`config.mk`:
```
export PLATFORM = sky130hd
export DESIGN_NAME = intclk_selector
export DESIGN_NICKNAME = d
export VERILOG_FILES = /design/src/rtl/intclk_pkg.sv /design/src/rtl/ics_postscaler.sv /design/src/rtl/ics_path_fsm.sv /design/src/rtl/ics_clkout.sv /design/src/rtl/ics_pin_mux.sv /design/src/rtl/intclk_selector.sv
export SDC_FILE = /design/constraint.sdc
export NUM_CORES = 1
export LEC_CHECK = 0
export BUFFER_PORTS_ARGS = -buffer_cell sky130_fd_sc_hd__buf_2
export CORE_MARGIN = 4
export CORE_UTILIZATION = 53
export CTS_CLUSTER_SIZE = 14
export DETAILED_ROUTE_END_ITERATION = 16
export GPL_TIMING_DRIVEN = 0
export PLACE_DENSITY = 0.81
export SYNTH_ARGS = -nofsm -noshare
export SYNTH_HDL_FRONTEND = slang
export SYNTH_HIERARCHICAL = 1
export SYNTH_SLANG_ARGS = --single-unit
```
`constraint.sdc`:
```
create_clock -name clk_fast -period 5.68 [get_ports clk_fast]
set_clock_uncertainty 0.05 [all_clocks]
set_input_delay 1.704 -clock clk_fast [delete_from_list [all_inputs] [get_ports clk_fast]]
set_output_delay 1.704 -clock clk_fast [all_outputs]
set_load 0.01 [all_outputs]
```
`src/rtl/intclk_pkg.sv`:
```
package intclk_pkg;

    typedef enum logic [1:0] {
        PATH_SLOW   = 2'd0,
        PATH_DIV    = 2'd1,
        PATH_DIRECT = 2'd2
    } path_t;

    localparam int PIN_MODE_W = 2;

    typedef enum logic [PIN_MODE_W-1:0] {
        PM_EXT        = 2'b00,
        PM_INT_CLKOUT = 2'b01,
        PM_INT_GPIO   = 2'b10,
        PM_RSVD       = 2'b11
    } pin_mode_t;

endpackage

```
`src/rtl/ics_postscaler.sv`:
```
module ics_postscaler #(
    parameter int SEL_W = 3
) (
    input  logic             clk,
    input  logic             rst_n,
    input  logic             restart,
    input  logic [SEL_W-1:0] sel,
    output logic             tick
);
    localparam int SEL_MAX = (2 ** SEL_W) - 1;
    localparam int CNT_W   = SEL_MAX - 1;

    logic [CNT_W-1:0] cnt;
    logic [CNT_W:1]   tap;

    always_ff @(posedge clk or negedge rst_n) begin
        if (!rst_n) begin
            cnt <= '0;
        end else if (restart) begin
            cnt <= '0;
        end else begin
            cnt <= cnt + 1'b1;
        end
    end

    // tap k marks the wrap of a divide-by-2^k period
    for (genvar k = 1; k <= CNT_W; k++) begin : g_tap
        assign tap[k] = &cnt[k-1:0];
    end

    always_comb begin
        tick = 1'b0;
        for (int k = 1; k <= CNT_W; k++) begin
            if (sel == SEL_W'(SEL_MAX - k)) begin
                tick = tap[k];
            end
        end
    end

    // after a restart the divide counter begins a fresh period at zero
    p_restart_zero_r3: assert property (@(posedge clk) disable iff (!rst_n)
        restart |=> (cnt == '0));

endmodule

```
`src/rtl/ics_path_fsm.sv`:
```
module ics_path_fsm
    import intclk_pkg::*;
#(
    parameter int               SEL_W     = 3,
    parameter logic [SEL_W-1:0] RESET_SEL = '1
) (
    input  logic             clk,
    input  logic             rst_n,
    input  logic [SEL_W-1:0] freq_sel,
    input  logic             slow_tick,
    input  logic             div_tick,
    output logic [SEL_W-1:0] act_sel,
    output path_t            path,
    output logic             sys_ce,
    output logic             restart
);
    localparam logic [SEL_W-1:0] SEL_SLOW   = '0;
    localparam logic [SEL_W-1:0] SEL_DIRECT = '1;

    function automatic path_t decode(input logic [SEL_W-1:0] s);
        if (s == SEL_SLOW) begin
            return PATH_SLOW;
        end else if (s == SEL_DIRECT) begin
            return PATH_DIRECT;
        end
        return PATH_DIV;
    endfunction

    path_t state;

    // state register: T_APPLY on a pulse, T_STAY otherwise
    always_ff @(posedge clk or negedge rst_n) begin
        if (!rst_n) begin
            state   <= decode(RESET_SEL);
            act_sel <= RESET_SEL;
        end else if (sys_ce) begin
            state   <= decode(freq_sel);
            act_sel <= freq_sel;
        end
    end

    // outputs
    always_comb begin
        sys_ce = 1'b0;
        unique case (state)
            PATH_SLOW:   sys_ce = slow_tick;
            PATH_DIV:    sys_ce = div_tick;
            PATH_DIRECT: sys_ce = 1'b1;
            default:     sys_ce = 1'b0;
        endcase
        restart = sys_ce && (freq_sel != act_sel);
        path    = state;
    end

    // the active selection only moves on a period boundary
    p_hold_sel_r5: assert property (@(posedge clk) disable iff (!rst_n)
        !sys_ce |=> $stable(act_sel));

    // the undivided path never skips a cycle
    p_direct_ce_r2: assert property (@(posedge clk) disable iff (!rst_n)
        (state == PATH_DIRECT) |-> sys_ce);

    // the slow path pulses exactly with its tick
    p_slow_ce_r4: assert property (@(posedge clk) disable iff (!rst_n)
        (state == PATH_SLOW) |-> (sys_ce == slow_tick));

endmodule

```
`src/rtl/ics_clkout.sv`:
```
module ics_clkout (
    input  logic clk,
    input  logic rst_n,
    input  logic sys_ce,
    output logic clkout
);
    logic phase;

    always_ff @(posedge clk or negedge rst_n) begin
        if (!rst_n) begin
            phase  <= 1'b0;
            clkout <= 1'b0;
        end else if (sys_ce) begin
            phase <= ~phase;
            if (phase) begin
                clkout <= ~clkout;
            end
        end
    end

    // the divided clock only changes after a system enable
    p_clkout_step_r9: assert property (@(posedge clk) disable iff (!rst_n)
        !$stable(clkout) |-> $past(sys_ce));

endmodule

```
`src/rtl/ics_pin_mux.sv`:
```
module ics_pin_mux
    import intclk_pkg::*;
(
    input  logic [PIN_MODE_W-1:0] pin_mode,
    input  logic                  clkout,
    output logic                  osc1_gpio,
    output logic                  osc2_gpio,
    output logic                  osc2_clk_en,
    output logic                  osc2_out
);
    always_comb begin
        osc1_gpio   = 1'b0;
        osc2_gpio   = 1'b0;
        osc2_clk_en = 1'b0;
        unique case (pin_mode_t'(pin_mode))
            PM_EXT, PM_RSVD: begin
            end
            PM_INT_CLKOUT: begin
                osc1_gpio   = 1'b1;
                osc2_clk_en = 1'b1;
            end
            PM_INT_GPIO: begin
                osc1_gpio = 1'b1;
                osc2_gpio = 1'b1;
            end
            default: begin
            end
        endcase
        osc2_out = osc2_clk_en & clkout;
    end

    // pin 2 is never GPIO and clock output at once
    always_comb begin
        p_pin_excl_r8: assert (!(osc2_gpio && osc2_clk_en));
    end

endmodule

```
`src/rtl/intclk_selector.sv`:
```
module intclk_selector
    import intclk_pkg::*;
#(
    parameter int               SEL_W     = 3,
    parameter logic [SEL_W-1:0] RESET_SEL = '1
) (
    input  logic                  clk_fast,
    input  logic                  rst_n,
    input  logic [SEL_W-1:0]      freq_sel,
    input  logic                  slow_tick,
    input  logic                  int_src_sel,
    input  logic                  en_pwrup_tmr,
    input  logic                  en_fail_mon,
    input  logic                  en_wdog,
    input  logic                  en_two_speed,
    input  logic [PIN_MODE_W-1:0] pin_mode,
    output logic                  sys_ce,
    output logic                  fast_osc_en,
    output logic                  slow_osc_en,
    output logic                  osc1_gpio,
    output logic                  osc2_gpio,
    output logic                  osc2_clk_en,
    output logic                  osc2_out
);
    logic [SEL_W-1:0] act_sel;
    path_t            path;
    logic             div_tick;
    logic             restart;
    logic             clkout;

    ics_postscaler #(.SEL_W(SEL_W)) u_post (
        .clk     (clk_fast),
        .rst_n   (rst_n),
        .restart (restart),
        .sel     (act_sel),
        .tick    (div_tick)
    );

    ics_path_fsm #(.SEL_W(SEL_W), .RESET_SEL(RESET_SEL)) u_fsm (
        .clk       (clk_fast),
        .rst_n     (rst_n),
        .freq_sel  (freq_sel),
        .slow_tick (slow_tick),
        .div_tick  (div_tick),
        .act_sel   (act_sel),
        .path      (path),
        .sys_ce    (sys_ce),
        .restart   (restart)
    );

    ics_clkout u_clkout (
        .clk    (clk_fast),
        .rst_n  (rst_n),
        .sys_ce (sys_ce),
        .clkout (clkout)
    );

    ics_pin_mux u_pins (
        .pin_mode    (pin_mode),
        .clkout      (clkout),
        .osc1_gpio   (osc1_gpio),
        .osc2_gpio   (osc2_gpio),
        .osc2_clk_en (osc2_clk_en),
        .osc2_out    (osc2_out)
    );

    assign fast_osc_en = (freq_sel != '0) || (path != PATH_SLOW);
    assign slow_osc_en = int_src_sel | en_pwrup_tmr | en_fail_mon
                       | en_wdog | en_two_speed;

    // an active fast path keeps its oscillator running
    p_fast_hold_r6: assert property (@(posedge clk_fast) disable iff (!rst_n)
        (path != PATH_SLOW) |-> fast_osc_en);

    // the watchdog alone keeps the slow oscillator running
    p_wdog_slow_r7: assert property (@(posedge clk_fast) disable iff (!rst_n)
        en_wdog |-> slow_osc_en);

endmodule

```
Yosys cells after proc, flatten, opt, wreduce, memory -nomap -nowiden
Index checks and enable logic that the tools add are counted.
Widths: inputs -> output; s select.

word-level totals
  register bits = 13
  input port bits = 13
  output and inout bits = 7
  logic and storage cells = 55

cells by class
  add/subtract/negate cells = 1
  equal/unequal tests = 12
  multiplexer cells = 17
  bitwise operators = 7
  reductions and logical operators = 13

operators by type and width
  kind                 count
  $eq 3x3->1 const B   4
  $mux 1               12
  $add 6x1->6 const B  1
  $eq 3x2->1 const B   2
  $mux 2               3
  $mux 6               1
  $reduce_and 6->1     1
  $reduce_and 5->1     1
  $eq 2x1->1 const B   2
  $eq 2x2->1 const B   2
  $or 1x1->1           4
  $reduce_and 2->1     2
  $reduce_and 4->1     1
  $eq 3x1->1 const B   1
  $logic_not 3->1      1
  $ne 3x3->1           1
  $pmux 1 s3           1
  $reduce_and 3->1     1
  $reduce_bool 3->1    1
  $logic_not 2->1      1
  $not 1->1            2
  $reduce_bool 2->1    1
  $reduce_or 2->1      1
  $and 1x1->1          1
  other kinds (2)      2

Depth between registers and ports, before layout
  word-level depth = 10
  gate-level depth with buffers = 10
  depth with buffers taken out = 10

Hierarchy
Netlist, hierarchy kept.

modules (own cells, without submodules)
  module           instances  cells an instance  area an instance (um2)  seq. area each (um2)
  ics_postscaler   1          30                 315.3                   150.1
  ics_path_fsm     1          23                 297.8                   130.1
  ics_clkout       1          5                  71.3                    50.0
  ics_pin_mux      1          6                  42.5                    0.0
  intclk_selector  1          6                  25.0                    0.0

Least setup slack after synthesis
No wires, ideal clock.

  path type = input port to output port
  from = input port pin_mode[1]
  to = output port osc2_out
  data arrival time = 2.109 ns
  required time = 3.926 ns
  path slack = 1.817 ns
  stages on the path = 3
  buffers on the path = 0
  cells stage by stage = inv_1 -> ha_1 -> and2_1

between the ends
  word-level cells in the longest chain between the ends = 3

ends and longest elaborated chain
  element             RTL line               source
  start: declaration  intclk_selector.sv:16  input logic [PIN_MODE_W-1:0] pin_mode,
  $eq 2x1->1          ics_pin_mux.sv:15      unique case (pin_mode_t'(pin_mode))
  $mux 1              ics_pin_mux.sv:15
  via osc2_clk_en     intclk_selector.sv:22  output logic osc2_clk_en,
  $and 1x1->1         ics_pin_mux.sv:29      osc2_out = osc2_clk_en & clkout;
  end: declaration    intclk_selector.sv:23  output logic osc2_out

The timed path passes the listed nets, and every way through them passes these cells.

Worst setup path after layout
  from = register u_post.cnt[0]
  to = output port sys_ce

between the ends
  word-level cells in the longest chain between the ends = 7
  elaborated cells between the ends (all ways) = 12

ends and longest elaborated chain
  element                                     RTL line                                    source
  start: declaration                          ics_postscaler.sv:13                        logic [CNT_W-1:0] cnt;
  start signal: assignment                    ics_postscaler.sv:22                        cnt <= cnt + 1'b1;
  $mux 1 or $reduce_and 2->1 (tied branches)  ics_postscaler.sv:34, ics_postscaler.sv:28
  $mux 1 (4 in a row)                         ics_postscaler.sv:34                        if (sel == SEL_W'(SEL_MAX - k)) begin
  $mux 1 (*)                                  ics_postscaler.sv:34
  via div_tick                                intclk_selector.sv:27                       logic div_tick;
  $pmux 1 s3 (*)                              ics_path_fsm.sv:45                          unique case (state)
  end: declaration                            intclk_selector.sv:17                       output logic sys_ce,

The timed path passes the listed nets; every way through them passes the cells marked *.

==> metrics.md <==
| Metric | Value |
|---|---|
| Post-DP Area | `865.8 um^2` |
| Cts hold-fix bufs | `0` |
| Mapped Cells | `70` |
| Worst stage delay on the critical path | `about 0.42 ns` |
| First-pass GRT wire length | `about 2500 um` |
| N_diodes | `0` |
| Die Ht | `roughly 46 um` |
| Worst hold-check path type | `reg2reg` |
| Post-Syn Nets | `between 80 and 90` |
| Arr. time, crit path | `2.46 ns` |
| Setup CP Type | `reg2out` |
| Fmax | `between 200 and 250 MHz` |
| Most common cell in the synthesized netlist | `dfrtp_1` |
| Post-synth top cells | `dfrtp_1, inv_1, ha_1, xor2_1` |
| CP most frequent cell | `ha_1` |
| Yosys warnings | `6` |
| Outcome | `finished clean` |
| Longest Clk Path Bufs | `2` |
| Wire per inst | `about 14 um` |
| Starting DRC count in detailed routing | `6` |
| Num rows | `13` |
| Area contributors post-synth | `dfrtp_1, dfstp_2, ha_1` |
| TNS Setup | `0 ns` |
| Final setup viols | `0` |
| Clk Latency, worst-skew pair | `0.27 ns` |
| Yosys top cell by area | `dfrtp_1` |
| RSZ-0062 raised after global routing | `no` |
| Finished Layout Cells | `approximately 110` |
| Fillers | `119` |
| Synthesized area | `roughly 750 um^2` |
| Synth-to-Final Area Change | `18.64%` |
| CTS Buf Count | `3` |
| CTS tree | `done` |
| DR DRC count | `0` |
| Final Hold Vio Count | `0` |
| CTS resizes | `0` |
| Mapped Avg Cell Area | `between 10 and 15 um^2` |
| Critical-path cell list | `ha_1 > and3_1 > ha_1 > and3b_1 > a311oi_1 > a211oi_1 > nand2b_4 > a21oi_4 > buf_2` |
| Initial antenna violation count | `0` |
| Nets | `112` |
| Leakage power | `about 0.44 nW` |
| Worst path slowest cell | `dfrtp_1` |
| All-Layer GR Usage | `16.46%` |
| Cell count after placement | `104` |
| Register area share after synthesis | `43.93%` |
| Maximum vdd ir drop | `between 0.2 and 0.3 mV` |
| DIE AREA | `0.002085 mm^2` |
| Initial Util | `between 50% and 60%` |
| Core ar. | `between 0.001 and 0.0015 mm^2` |
| #FFs+latches synth | `13` |
| Drt total wl | `about 1500 um` |
| Clock Sinks | `13` |
| IO Pins | `20` |
| Pwr dens | `517.4 mW/mm^2` |
| Routed vias | `578` |
| Number of synthesized flops with an enable pin | `0` |
| Fin crit period | `around 4.2 ns` |
| Worst-Margin Slew | `between 0.4 and 0.5 ns` |
| Grt ovf | `0` |
| CTS H-tree depth | `1` |
| Final Max Slew Viols | `0` |
| Library cells used by synthesis | `29` |
| Hpwl dp | `around 1100 um` |
| IO buf count | `19` |
| Design area | `between 800 and 900 um^2` |
| Maxcap violations | `0` |
| Clock root buffer | `clkbuf_4` |
| Die Wd | `around 46 um` |
| CP startpoint kind | `register` |
| Max-Slew Margin vs Limit | `72.14%` |
| Vias in the first global route | `a little over 600` |
| Area share of the largest cell type after synthesis | `roughly 30%` |
| DR vias/cell | `~5.4` |
| Layout cell share with drive strength beyond 1 | `between 30% and 40%` |
| Critical path capture point type | `primary output` |
| Total iterations of the first detailed-routing run | `4` |
| Setup Fix Bufs, Post-CTS | `0` |
| Worst-path clk slew | `roughly 0.080 ns` |
| Worst Path Required | `about 3.9 ns` |
| Routability cong. | `between 0.6 and 0.7` |
| Ys flop type | `dfrtp_1` |
| Final period utilization | `74.10%` |
| Final antenna-violating net count | `0` |
| Crit Path Max Fanout | `8` |
| Largest net degree at the start of global routing | `14` |
| Share of synthesized registers carrying an async set or reset | `100.0%` |
## worst max-delay path, delay by kind of cell, from the launching register on
family	cells	cell delay, ns
AO/OA/AOI/OAI	3	0.77
adder cells (fa/ha/maj)	2	0.35
buffers and inverters	1	0.20
flip-flops	1	0.42
AND/OR/NAND/NOR	3	0.44
## layout make-up
class,count,area [um^2],area share (%)
clock buffers,4,26.28,2.945
multi-input cells,51,399.1,44.74
flip-flops and latches,13,330.3,37.03
repair buffers,19,95.09,10.66
inverters,6,22.52,2.525
well taps,15,18.77,2.104
## metal layers
layer | global-route usage, % | share of wire, %
met1 | 19.35 | 43
met2 | 28.13 | 49
met3 | 3.162 | 6.4
met4 | 8.187 | 1.7
met5 | 0 | 0
## logic make-up (layout without fill, tap and decap cells)
logic type / count (synthesis) / after routing / synth area share [%]
simple gates: 25 / 25 / 18.97
flops: 13 / 13 / 43.93
compound gates: 11 / 11 / 11.48
xor+xnor: 6 / 6 / 6.988
buf+inv: 6 / 29 / 2.995
fa+ha+maj: 5 / 5 / 8.319
mux: 4 / 4 / 7.321
## sequential cells by signal, indices dropped and copies added, names as in the netlist
register	count
u_clkout/phase	1
u_fsm/path	2
u_fsm/act_sel	3
u_clkout/clkout	1
u_post/cnt	6
## cell usage in the layout, fill, tap and decap left out, drive strengths merged
| cell type | count |
|---|---|
| buf | 19 |
| dfrtp | 9 |
| inv | 6 |
| xor2 | 5 |
| ha | 5 |
| nor2 | 4 |
| nand2 | 4 |
| dfstp | 4 |
| nor3 | 4 |
| clkbuf | 4 |
| a21oi | 4 |
| mux2 | 3 |
| nand3 | 3 |
| nor2b | 3 |
| or3 | 2 |
| nand2b | 2 |
| xnor2 | 1 |
| o31a | 1 |
| o211ai | 1 |
| mux2i | 1 |
| and2 | 1 |
| and3 | 1 |
| a22o | 1 |
| a21o | 1 |
| and3b | 1 |
| a311oi | 1 |
| a211oi | 1 |
| o21ai | 1 |
## path summary, 6_finish.rpt
check                                      startpoint                            to  slack (ns)  cells after the start
max                           u_post/cnt[0]$_DFF_PN0_                        sys_ce        1.47                      9
min                        u_clkout/phase$_DFFE_PN0P_    u_clkout/phase$_DFFE_PN0P_        0.43                      1
max reg2reg                   u_post/cnt[0]$_DFF_PN0_       u_post/cnt[4]$_DFF_PN0_        3.19                     10
min reg2reg                u_clkout/phase$_DFFE_PN0P_    u_clkout/phase$_DFFE_PN0P_        0.43                      1
max in group asynchronous                       rst_n  u_fsm/act_sel[0]$_DFFE_PN1P_        4.05                      1
min in group asynchronous                       rst_n   u_clkout/clkout$_DFFE_PN0P_        1.25                      1
## metrics by stage
stage / power (W) / hold slack (ns) / worst slack [ns] / utilization, %
floorplan: 0.0003535 / 0.3875 / 1.817 / -
global placement: 0.0003964 / 0.4086 / 1.612 / 65.72
detailed placement: 0.0004055 / 0.4171 / 1.587 / 65.72
CTS: 0.0004646 / 0.4333 / 1.463 / 67.71
global route: 0.0004989 / 0.4404 / 1.302 / 67.71
finish: 0.0004616 / 0.4311 / 1.471 / 67.71
## power by group
part / leakage, nW / total (W) / internal, W / switching [W]
Sequential: 0.154 / 0.000190 / 0.000144 / 0.0000457
Clock: 0.0150 / 0.0000568 / 0.0000272 / 0.0000296
Combinational: 0.276 / 0.000215 / 0.000114 / 0.000100
Power figures use the tool's default switching activity.
